$ cat src/rtl/mdu_pkg.sv
package mdu_pkg;

  localparam int unsigned XLEN    = 32;
  localparam int unsigned FUNC_W  = 6;

  typedef enum logic [FUNC_W-1:0] {
    FN_RD_HI  = 6'b010000,
    FN_WR_HI  = 6'b010001,
    FN_RD_LO  = 6'b010010,
    FN_WR_LO  = 6'b010011,
    FN_MUL_S  = 6'b011000,
    FN_MUL_U  = 6'b011001,
    FN_DIV_S  = 6'b011010,
    FN_DIV_U  = 6'b011011
  } mdu_fn_e;

  // Multiply/divide codes share the upper four bits; bit 1 picks divide,
  // bit 0 picks unsigned.
  localparam logic [3:0] MD_GROUP = 4'b0110;

endpackage

$ cat src/rtl/mdu_sign_prep.sv
module mdu_sign_prep #(
  parameter int unsigned W = 32
) (
  input  logic [W-1:0] a,
  input  logic [W-1:0] b,
  input  logic         use_sign,
  output logic [W-1:0] a_mag,
  output logic [W-1:0] b_mag,
  output logic         neg_main,
  output logic         neg_rem
);
  logic a_neg, b_neg;

  always_comb begin
    a_neg    = use_sign & a[W-1];
    b_neg    = use_sign & b[W-1];
    a_mag    = a_neg ? -a : a;
    b_mag    = b_neg ? -b : b;
    neg_main = a_neg ^ b_neg;
    neg_rem  = a_neg;
  end
endmodule

$ cat src/rtl/mdu_mul_iter.sv
module mdu_mul_iter #(
  parameter int unsigned W = 32
) (
  input  logic           clk,
  input  logic           rst,
  input  logic           load,
  input  logic           step,
  input  logic [W-1:0]   mcand,
  input  logic [W-1:0]   mplier,
  output logic [2*W-1:0] product
);
  logic [W-1:0] acc_hi, acc_lo, mc_q;
  logic [W:0]   partial;

  always_comb begin
    partial = {1'b0, acc_hi} + (acc_lo[0] ? {1'b0, mc_q} : '0);
  end

  always_ff @(posedge clk) begin
    if (rst) begin
      acc_hi <= '0;
      acc_lo <= '0;
      mc_q   <= '0;
    end else if (load) begin
      acc_hi <= '0;
      acc_lo <= mplier;
      mc_q   <= mcand;
    end else if (step) begin
      acc_hi <= partial[W:1];
      acc_lo <= {partial[0], acc_lo[W-1:1]};
    end
  end

  assign product = {acc_hi, acc_lo};
endmodule

$ cat src/rtl/mdu_div_iter.sv
module mdu_div_iter #(
  parameter int unsigned W = 32
) (
  input  logic         clk,
  input  logic         rst,
  input  logic         load,
  input  logic         step,
  input  logic [W-1:0] dividend,
  input  logic [W-1:0] divisor,
  output logic [W-1:0] quotient,
  output logic [W-1:0] remainder
);
  logic [W-1:0] rem_q, quo_q, dvs_q;
  logic [W:0]   shifted;
  logic [W+1:0] trial;
  logic         fits;

  always_comb begin
    shifted = {rem_q, quo_q[W-1]};
    trial   = {1'b0, shifted} - {2'b00, dvs_q};
    fits    = ~trial[W+1];
  end

  always_ff @(posedge clk) begin
    if (rst) begin
      rem_q <= '0;
      quo_q <= '0;
      dvs_q <= '0;
    end else if (load) begin
      rem_q <= '0;
      quo_q <= dividend;
      dvs_q <= divisor;
    end else if (step) begin
      rem_q <= fits ? trial[W-1:0] : shifted[W-1:0];
      quo_q <= {quo_q[W-2:0], fits};
    end
  end

  assign quotient  = quo_q;
  assign remainder = rem_q;
endmodule

$ cat src/rtl/mdu_hilo.sv
module mdu_hilo #(
  parameter int unsigned W = mdu_pkg::XLEN
) (
  input  logic         clk,
  input  logic         rst,
  input  logic         op_valid,
  input  logic [5:0]   op_func,
  input  logic [W-1:0] op_src_a,
  input  logic [W-1:0] op_src_b,
  output logic         rd_valid,
  output logic [W-1:0] rd_data,
  output logic         busy,
  output logic         misuse_err,
  output logic         div0_flag
);
  import mdu_pkg::*;

  localparam int unsigned CW = $clog2(W + 1);
  localparam logic [CW-1:0] CNT_LOAD = CW'(W);

  logic [W-1:0]   hi_q, lo_q, a_raw_q;
  logic [CW-1:0]  cnt_q;
  logic           busy_q, kind_div_q, neg_main_q, neg_rem_q, dz_q;
  logic           rd_pend, pend_hi_q;
  logic           rdv_q, mis_q, dz_flag_q;
  logic [W-1:0]   rdd_q;

  logic           is_rd, is_wr, is_md, md_signed, md_div;
  logic           start, step, finish;
  logic [W-1:0]   a_mag, b_mag;
  logic           neg_main, neg_rem;
  logic [2*W-1:0] prod, prod_fix;
  logic [W-1:0]   quo, rem, quo_fix, rem_fix, res_hi, res_lo;

  always_comb begin
    is_rd     = (op_func == FN_RD_HI) || (op_func == FN_RD_LO);
    is_wr     = (op_func == FN_WR_HI) || (op_func == FN_WR_LO);
    is_md     = (op_func[5:2] == MD_GROUP);
    md_signed = ~op_func[0];
    md_div    = op_func[1];
    start     = op_valid & is_md & ~busy_q;
    step      = busy_q & (cnt_q != '0);
    finish    = busy_q & (cnt_q == '0);
  end

  mdu_sign_prep #(.W(W)) u_sign (
    .a        (op_src_a),
    .b        (op_src_b),
    .use_sign (md_signed),
    .a_mag    (a_mag),
    .b_mag    (b_mag),
    .neg_main (neg_main),
    .neg_rem  (neg_rem)
  );

  mdu_mul_iter #(.W(W)) u_mul (
    .clk     (clk),
    .rst     (rst),
    .load    (start & ~md_div),
    .step    (step & ~kind_div_q),
    .mcand   (a_mag),
    .mplier  (b_mag),
    .product (prod)
  );

  mdu_div_iter #(.W(W)) u_div (
    .clk       (clk),
    .rst       (rst),
    .load      (start & md_div),
    .step      (step & kind_div_q),
    .dividend  (a_mag),
    .divisor   (b_mag),
    .quotient  (quo),
    .remainder (rem)
  );

  // Sign restore and result selection for the write-back cycle
  always_comb begin
    prod_fix = neg_main_q ? -prod : prod;
    quo_fix  = neg_main_q ? -quo  : quo;
    rem_fix  = neg_rem_q  ? -rem  : rem;
    if (!kind_div_q) begin
      res_hi = prod_fix[2*W-1:W];
      res_lo = prod_fix[W-1:0];
    end else if (dz_q) begin
      res_hi = a_raw_q;
      res_lo = '1;
    end else begin
      res_hi = rem_fix;
      res_lo = quo_fix;
    end
  end

  always_ff @(posedge clk) begin
    if (rst) begin
      hi_q       <= '0;
      lo_q       <= '0;
      a_raw_q    <= '0;
      cnt_q      <= '0;
      busy_q     <= 1'b0;
      kind_div_q <= 1'b0;
      neg_main_q <= 1'b0;
      neg_rem_q  <= 1'b0;
      dz_q       <= 1'b0;
      rd_pend    <= 1'b0;
      pend_hi_q  <= 1'b0;
      rdv_q      <= 1'b0;
      rdd_q      <= '0;
      mis_q      <= 1'b0;
      dz_flag_q  <= 1'b0;
    end else begin
      rdv_q <= 1'b0;
      if (busy_q) begin
        if (finish) begin
          busy_q  <= 1'b0;
          hi_q    <= res_hi;
          lo_q    <= res_lo;
          rd_pend <= 1'b0;
          if (kind_div_q && dz_q) dz_flag_q <= 1'b1;
          if (rd_pend) begin
            rdv_q <= 1'b1;
            rdd_q <= pend_hi_q ? res_hi : res_lo;
          end else if (op_valid && is_rd) begin
            rdv_q <= 1'b1;
            rdd_q <= (op_func == FN_RD_HI) ? res_hi : res_lo;
          end
        end else begin
          cnt_q <= cnt_q - CW'(1);
          if (op_valid && is_rd && !rd_pend) begin
            rd_pend   <= 1'b1;
            pend_hi_q <= (op_func == FN_RD_HI);
          end
        end
        if (op_valid && (is_wr || is_md)) mis_q <= 1'b1;
      end else if (op_valid) begin
        unique case (op_func)
          FN_RD_HI: begin rdv_q <= 1'b1; rdd_q <= hi_q; end
          FN_RD_LO: begin rdv_q <= 1'b1; rdd_q <= lo_q; end
          FN_WR_HI: hi_q <= op_src_a;
          FN_WR_LO: lo_q <= op_src_a;
          FN_MUL_S, FN_MUL_U, FN_DIV_S, FN_DIV_U: begin
            busy_q     <= 1'b1;
            cnt_q      <= CNT_LOAD;
            kind_div_q <= md_div;
            neg_main_q <= neg_main;
            neg_rem_q  <= neg_rem;
            dz_q       <= md_div && (op_src_b == '0);
            a_raw_q    <= op_src_a;
          end
          default: ;
        endcase
      end
    end
  end

  assign rd_valid   = rdv_q;
  assign rd_data    = rdd_q;
  assign busy       = busy_q;
  assign misuse_err = mis_q;
  assign div0_flag  = dz_flag_q;
endmodule

$ cat config.mk
export PLATFORM = sky130hd
export DESIGN_NAME = mdu_hilo
export DESIGN_NICKNAME = d
export VERILOG_FILES = /design/src/rtl/mdu_pkg.sv /design/src/rtl/mdu_sign_prep.sv /design/src/rtl/mdu_mul_iter.sv /design/src/rtl/mdu_div_iter.sv /design/src/rtl/mdu_hilo.sv
export SDC_FILE = /design/constraint.sdc
export NUM_CORES = 1
export LEC_CHECK = 0
export BUFFER_PORTS_ARGS = -buffer_cell sky130_fd_sc_hd__buf_2
export CORE_ASPECT_RATIO = 1.5
export CORE_MARGIN = 2
export CORE_UTILIZATION = 52
export CTS_CLUSTER_DIAMETER = 200
export DETAILED_ROUTE_END_ITERATION = 10
export PLACE_DENSITY = 0.79
export SYNTH_ARGS = -nofsm -noshare
export SYNTH_HDL_FRONTEND = slang
export SYNTH_SLANG_ARGS = --single-unit
export TNS_END_PERCENT = 20
$ cat constraint.sdc
create_clock -name clk -period 3.7 [get_ports clk]
set_clock_uncertainty 0.2 [all_clocks]
set_input_delay 0.185 -clock clk [delete_from_list [all_inputs] [get_ports clk]]
set_output_delay 0.185 -clock clk [all_outputs]
set_load 0.05 [all_outputs]
Word level (Yosys, flattened, before mapping). Index checks and enable logic that the tools add are counted.

Register bits after elaboration: 336. Word-level logic and storage cells: 138. Bits of input ports: 73. Output and inout bits: 36.

Bitwise gates (word level): 17. Multiplexer cells: 47. $add $sub $neg: 8. Equality and inequality tests: 12. Reductions and logical operators: 33.

Operators with widths (count): $mux W32 (29); $neg A32 Y32 (4); $mux W64 (1); $neg A64 Y64 (1); $pmux W32 S2 (1); $eq A6 B5 Y1 const B (8); $sub A33 B32 Y34 (1); $add A32 B33 Y33 (1); $logic_not A32 Y1 (1); $mux W6 (4); $reduce_and A3 Y1 (6); $reduce_bool A2 Y1 (7); $mux W1 (12); $and A1 B1 Y1 (10); $logic_not A6 Y1 (1); $not A1 Y1 (6); $reduce_bool A6 Y1 (1); $reduce_or A2 Y1 (3); $sub A6 B1 Y6 const B (1); $logic_and A1 B1 Y1 (5); $eq A4 B3 Y1 const B (1); $reduce_and A2 Y1 (2); $reduce_and A4 Y1 (1); $reduce_or A4 Y1 (1); other kinds (7) (9).

Depth between registers and ports, before layout.
Depth in word-level cells: 9. Depth in mapped cells: 16. Depth with buffers taken out: 13.

Cells and area by module. From an unflattened synthesis, not the netlist that was laid out.

Cell total of the unflattened synthesis: 3168. Area, all modules: 24242.0 um^2.

Modules (own cells, without submodules): mdu_hilo (area an instance 11076.9 um^2, sequential area each 2882.8 um^2, cells an instance 1502, times used 1); mdu_div_iter (area an instance 5814.3 um^2, sequential area each 1921.8 um^2, cells an instance 734, times used 1); mdu_mul_iter (area an instance 5775.5 um^2, sequential area each 1921.8 um^2, cells an instance 697, times used 1); mdu_sign_prep (area an instance 1575.3 um^2, sequential area each 0.0 um^2, cells an instance 235, times used 1).

Worst setup path after synthesis. OpenSTA, ideal clock, no wires.

Path kind: register to register. Start: register u_mul.acc_lo[0]. End: register u_mul.acc_hi[30]. Clock period less this slack: 3.661 ns. Slack: 0.039 ns. Cell stages (with the launch flop): 15. Path buffers: 2. Data required time: 3.377 ns. Arrival time: 3.338 ns. Setup time: 0.123 ns. Cells stage by stage: dfxtp_1 > clkbuf_1 > clkbuf_1 > and2_1 > ha_1 > a21o_1 > a31oi_1 > a31oi_1 > a221o_1 > o31a_1 > o21ai_0 > o21ai_0 > a211oi_1 > xor2_1 > o21ai_0.

Cells in the longest elaborated chain, start to end: 2.

RTL lines: from (decl) (line mdu_mul_iter.sv:12) `logic [W-1:0] acc_hi, acc_lo, mc_q;`; from (signal assigned) (line mdu_mul_iter.sv:26) `acc_lo <= mplier;`; from (signal assigned) (line mdu_mul_iter.sv:30) `acc_lo <= {partial[0], acc_lo[W-1:1]};`; $mux W32 (line mdu_mul_iter.sv:16) `partial = {1'b0, acc_hi} + (acc_lo[0] ? {1'b0, mc_q} : '0);`; $add A32 B33 Y33 (line mdu_mul_iter.sv:16); to (signal assigned) (line mdu_mul_iter.sv:29) `acc_hi <= partial[W:1];`; to (decl) (line mdu_mul_iter.sv:12).

Every way passes these cells. A chain may end at the register's enable or synchronous reset.

Final worst setup path.
Start: register u_div.quo_q[4] (netlist: u_div.quotient[4]). End: register lo_q[30].

Cells in the longest elaborated chain, start to end: 6.

RTL lines: from (decl) (line mdu_div_iter.sv:13) `logic [W-1:0] rem_q, quo_q, dvs_q;`; from (signal assigned) (line mdu_div_iter.sv:31) `quo_q <= dividend;`; from (signal assigned) (line mdu_div_iter.sv:35) `quo_q <= {quo_q[W-2:0], fits};`; $neg A32 Y32 (line mdu_hilo.sv:80) `quo_fix = neg_main_q ? -quo : quo;`; $mux W32 (line mdu_hilo.sv:80); $mux W32 (line mdu_hilo.sv:85) `end else if (dz_q) begin`; $mux W32 (line mdu_hilo.sv:82) `if (!kind_div_q) begin`; $mux W32 (line mdu_hilo.sv:114) `if (finish) begin`; $mux W32 (line mdu_hilo.sv:113) `if (busy_q) begin`; to (signal assigned) (line mdu_hilo.sv:117) `lo_q <= res_lo;`; to (signal assigned) (line mdu_hilo.sv:140) `FN_WR_LO: lo_q <= op_src_a;`; to (decl) (line mdu_hilo.sv:21) `logic [W-1:0] hi_q, lo_q, a_raw_q;`.

Every way passes these cells. The select of a mux whose other input is x is not followed.

==> run metrics <==
DR vias between 20000 and 25000; cell family with most CP delay simple AND/OR/NAND/NOR gates; Initial Util between 50% and 60%; crit path max-delay cell type or4_4; vias in the first global route roughly 22000; initial antenna violation count 0; Setup Crit Path Kind flop to flop; Vias per Instance roughly 6.4; post-synthesis cell area approximately 22000 um2; dpl hpwl approximately 65 mm; CTS Buf Count 36; pre-CTS setup slack -0.04941 ns; register-to-register setup slack -0.05 ns; post-synth top area share between 30% and 40%; relative slew slack about 15%; Max Clock Freq between 0.2 and 0.3 GHz; R2R cell count 11; routed wire length between 80 and 90 mm; fillcell total 3618; Mapped Cells 2857; post-layout min period between 3 and 4 ns; Syn Area/Cell approximately 7.6 um2; Leak ~10 nW; crit path capture type flop; pwr/cell area roughly 330 nW/um2; setup violators final 1; IO buf count 108; Initial DRC Count approximately 2200; Worst Hold Class primary input to flop; Final Cycle Share 101.5%; required time of the critical path 3.99 ns; max_cap viols 0; Post-synth EDFFs 0; largest net degree at the start of global routing 147; clock latency on the worst-skew pair approximately 0.56 ns; # H-tree levels 2; RePlAce Congestion 0.9992; Seq cells post-synth between 300 and 400; WL/cell between 20 and 25 um; status finished, violations left; clock root cell clkbuf_16; Clock Path Buffers 3; final net count between 3000 and 4000; grt ovf 0; CP startpoint kind flop; fin worst setup slack -0.05412 ns; wire length of the first global-routing pass between 100 and 150 mm; core box area 40990 um2; worst-path maximum fanout 6; Routed Antenna Nets 0; # DRC 0; Least-Margin Pin Slew 1.273 ns; CP max stage delay approximately 0.54 ns; Post-synth ARST share 0%; layout cells sized above 1 14.27%; die height 253.5 um; first-pass iteration count of the detailed router 8; Yosys cell types 86; Worst EP arrival about 4.0 ns; Slew Limit Fails 0; Setup crit end lo_q[30]; n_diodes 0; RSZ-0062 raised after global routing yes; Synth Net Count between 3000 and 4000; row cnt 91; Main synth FF type dfxtp_1; CTS tree done; Crit path depth 11; hold_ws roughly 0.070 ns; Final Hold Fails 0; die area 43190 um2; Worst Path Buf+Inv 1; clock slew at the register clock pins of the worst setup and hold paths about 0.06 ns; Top Ports between 100 and 150; Ys Warns 0; peak supply drop around 0.25 mV; most used cell, CP or4_4; largest cells by area after synthesis dfxtp_1 31%, a21oi_1 7.0%, nand2_1 6.5%, nor2_1 5.4%, xnor2_1 5.2%; Critical Path Source u_div.quotient[4]; Synth area leader dfxtp_1; Critical Path, Cell by Cell or4_4, or4_4, nand2b_4, or3_4, or4_1, nand3_1, o21ai_1, a222oi_1, buf_4, a211oi_2, nor3_2; Layout area overhead 18.85%; RR Endpoint lo_q[30]; width of the die around 170 um; failing checks setup timing; Reg-to-Reg Start u_div.quotient[4]; clk sinks between 300 and 400; post-synthesis sequential area ratio a little under a third; All-Layer GR Usage 39.50%
## Yosys cell counts, drive strengths merged, types with 18 or more instances
master  number
a211oi     102
a21o        30
a21oi      303
a221oi      25
a22oi       46
a311oi      28
a31oi       21
and2        41
buf         30
clkbuf     153
dfxtp      336
ha          70
inv         75
mux2i       62
nand2      371
nand2b      22
nand3       41
nor2       309
nor2b       26
nor3        58
nor4        25
o211ai      18
o21ai      165
o31ai       54
o41ai       19
or3         23
or4         26
xnor2      128
xor2       100
## power breakdown
part / switching [mW] / internal, mW / leakage (nW) / total (mW)
clock network: 1.57 / 2.03 / 0.553 / 3.60
logic: 0.711 / 0.416 / 7.02 / 1.13
registers: 0.0237 / 3.65 / 2.71 / 3.68
total: 2.31 / 6.10 / 10.3 / 8.40
## cells by family after synthesis
| kind of cell | share of synthesized area, % |
|---|---|
| AOI/OAI and AO/OA | 26.26 |
| muxes | 3.032 |
| adders and majority gates | 4.243 |
| buffers and inverters | 4.898 |
| DFF | 31.16 |
| and+or+nand+nor | 21.15 |
| xor gates and xnor gates | 9.252 |
## sequential cells by signal, indices dropped and copies added, names as in the netlist, 6 cells and up
signal and count:
a_raw_q 32, rd_data 32, lo_q 32, u_div.remainder 32, u_div.dvs_q 32, u_div.quotient 32
cnt_q 6, hi_q 32, u_mul.mc_q 32, u_mul.acc_hi 32, u_mul.acc_lo 32
## area by class of cell
cell class / instances / area, um2 / share of cell area, %
Multi-Input combinational cell: 2259 / 13950 / 54.38
Sequential cell: 336 / 6735 / 26.25
Timing Repair Buffer: 386 / 2918 / 11.37
Clock buffer: 52 / 1042 / 4.063
Tap cell: 511 / 639.4 / 2.492
Inverter: 77 / 289.0 / 1.127
Clock inverter: 9 / 80.08 / 0.3121
## layer usage
metal | routed length [um] | up-vias | global-route usage, %
li1 | - | 10670 | -
met4 | 9412 | 0 | 35.43
met2 | 40310 | 1173 | 65.89
met1 | 30570 | 10910 | 42.33
met5 | 0 | - | 0
met3 | 6330 | 425 | 7.413
## how the worst min path moves through the flow
stage	from	endpoint	slack, ns	cells after the start
final	op_src_b[27]	u_div.dvs_q[27]	0.07	5
after global routing	op_src_b[27]	u_mul.acc_lo[27]	0.07	5
after CTS	op_src_b[27]	u_div.dvs_q[27]	0.06	5
after detailed placement	misuse_err	misuse_err	0.24	2
after global placement	misuse_err	misuse_err	0.23	2
after floorplan	op_src_a[13]	a_raw_q[13]	0.12	2
## cells in the final DEF, fill, tap and decap left out, types with 9 or more instances in the layout
master,Yosys,routed
nand2_1,371,370
dfxtp_1,336,329
nor2_1,309,303
a21oi_1,302,300
buf_4,1,198
o21ai_0,160,158
xnor2_1,128,128
buf_2,7,107
xor2_1,100,100
a211oi_1,102,99
inv_1,74,73
dlygate4sd3_1,1,71
ha_1,70,69
mux2i_1,62,60
nor3_1,57,56
o31ai_1,54,50
a22oi_1,45,45
nand3_1,41,41
and2_1,40,40
clkbuf_16,0,37
a21o_1,30,30
a311oi_1,28,28
nor2b_1,26,26
a221oi_1,25,24
nor4_1,24,23
or3_1,22,22
or4_1,21,21
nand2b_1,21,21
a31oi_1,21,20
o211ai_1,18,18
o41ai_1,18,16
or2_2,15,15
o22ai_1,14,14
and3_1,12,12
o21a_1,10,10
nand4_1,9,9
clkbuf_1,152,9
## per-stage QoR
| stage | power [mW] | TNS (ns) | instance area [um2] | util (%) | std cells |
|---|---|---|---|---|---|
| finish | 8.403 | -0.05412 | 25650 | 62.59 | 3630 |
| global route | 8.626 | -0.6917 | 25650 | 62.59 | 3630 |
| CTS | 8.356 | 0 | 25520 | 62.26 | 3627 |
| detailed placement | 4.770 | -0.1093 | 23680 | 57.76 | 3494 |
| global placement | 4.755 | -0.02914 | 23680 | 57.76 | 3494 |
| floorplan | 4.341 | 0 | 21580 | - | 2857 |
## worst min-delay path: stages
cell and delay, ns:
buf_2 0.10, inv_1 0.07, xnor2_1 0.22, nor2_1 0.14, a211oi_1 0.05
## repair_timing
action | 4_1_cts | 5_1_grt
pin swaps | 3 | 10
endpoints found under the setup margin | 4 | 59
resized for setup | 2 | 29
gates cloned | 0 | 0
buffers inserted | 1 | 3
hold endpoints to repair | 155 | 0
hold buffers | 71 | 0
(Power assumes the default switching activity.)
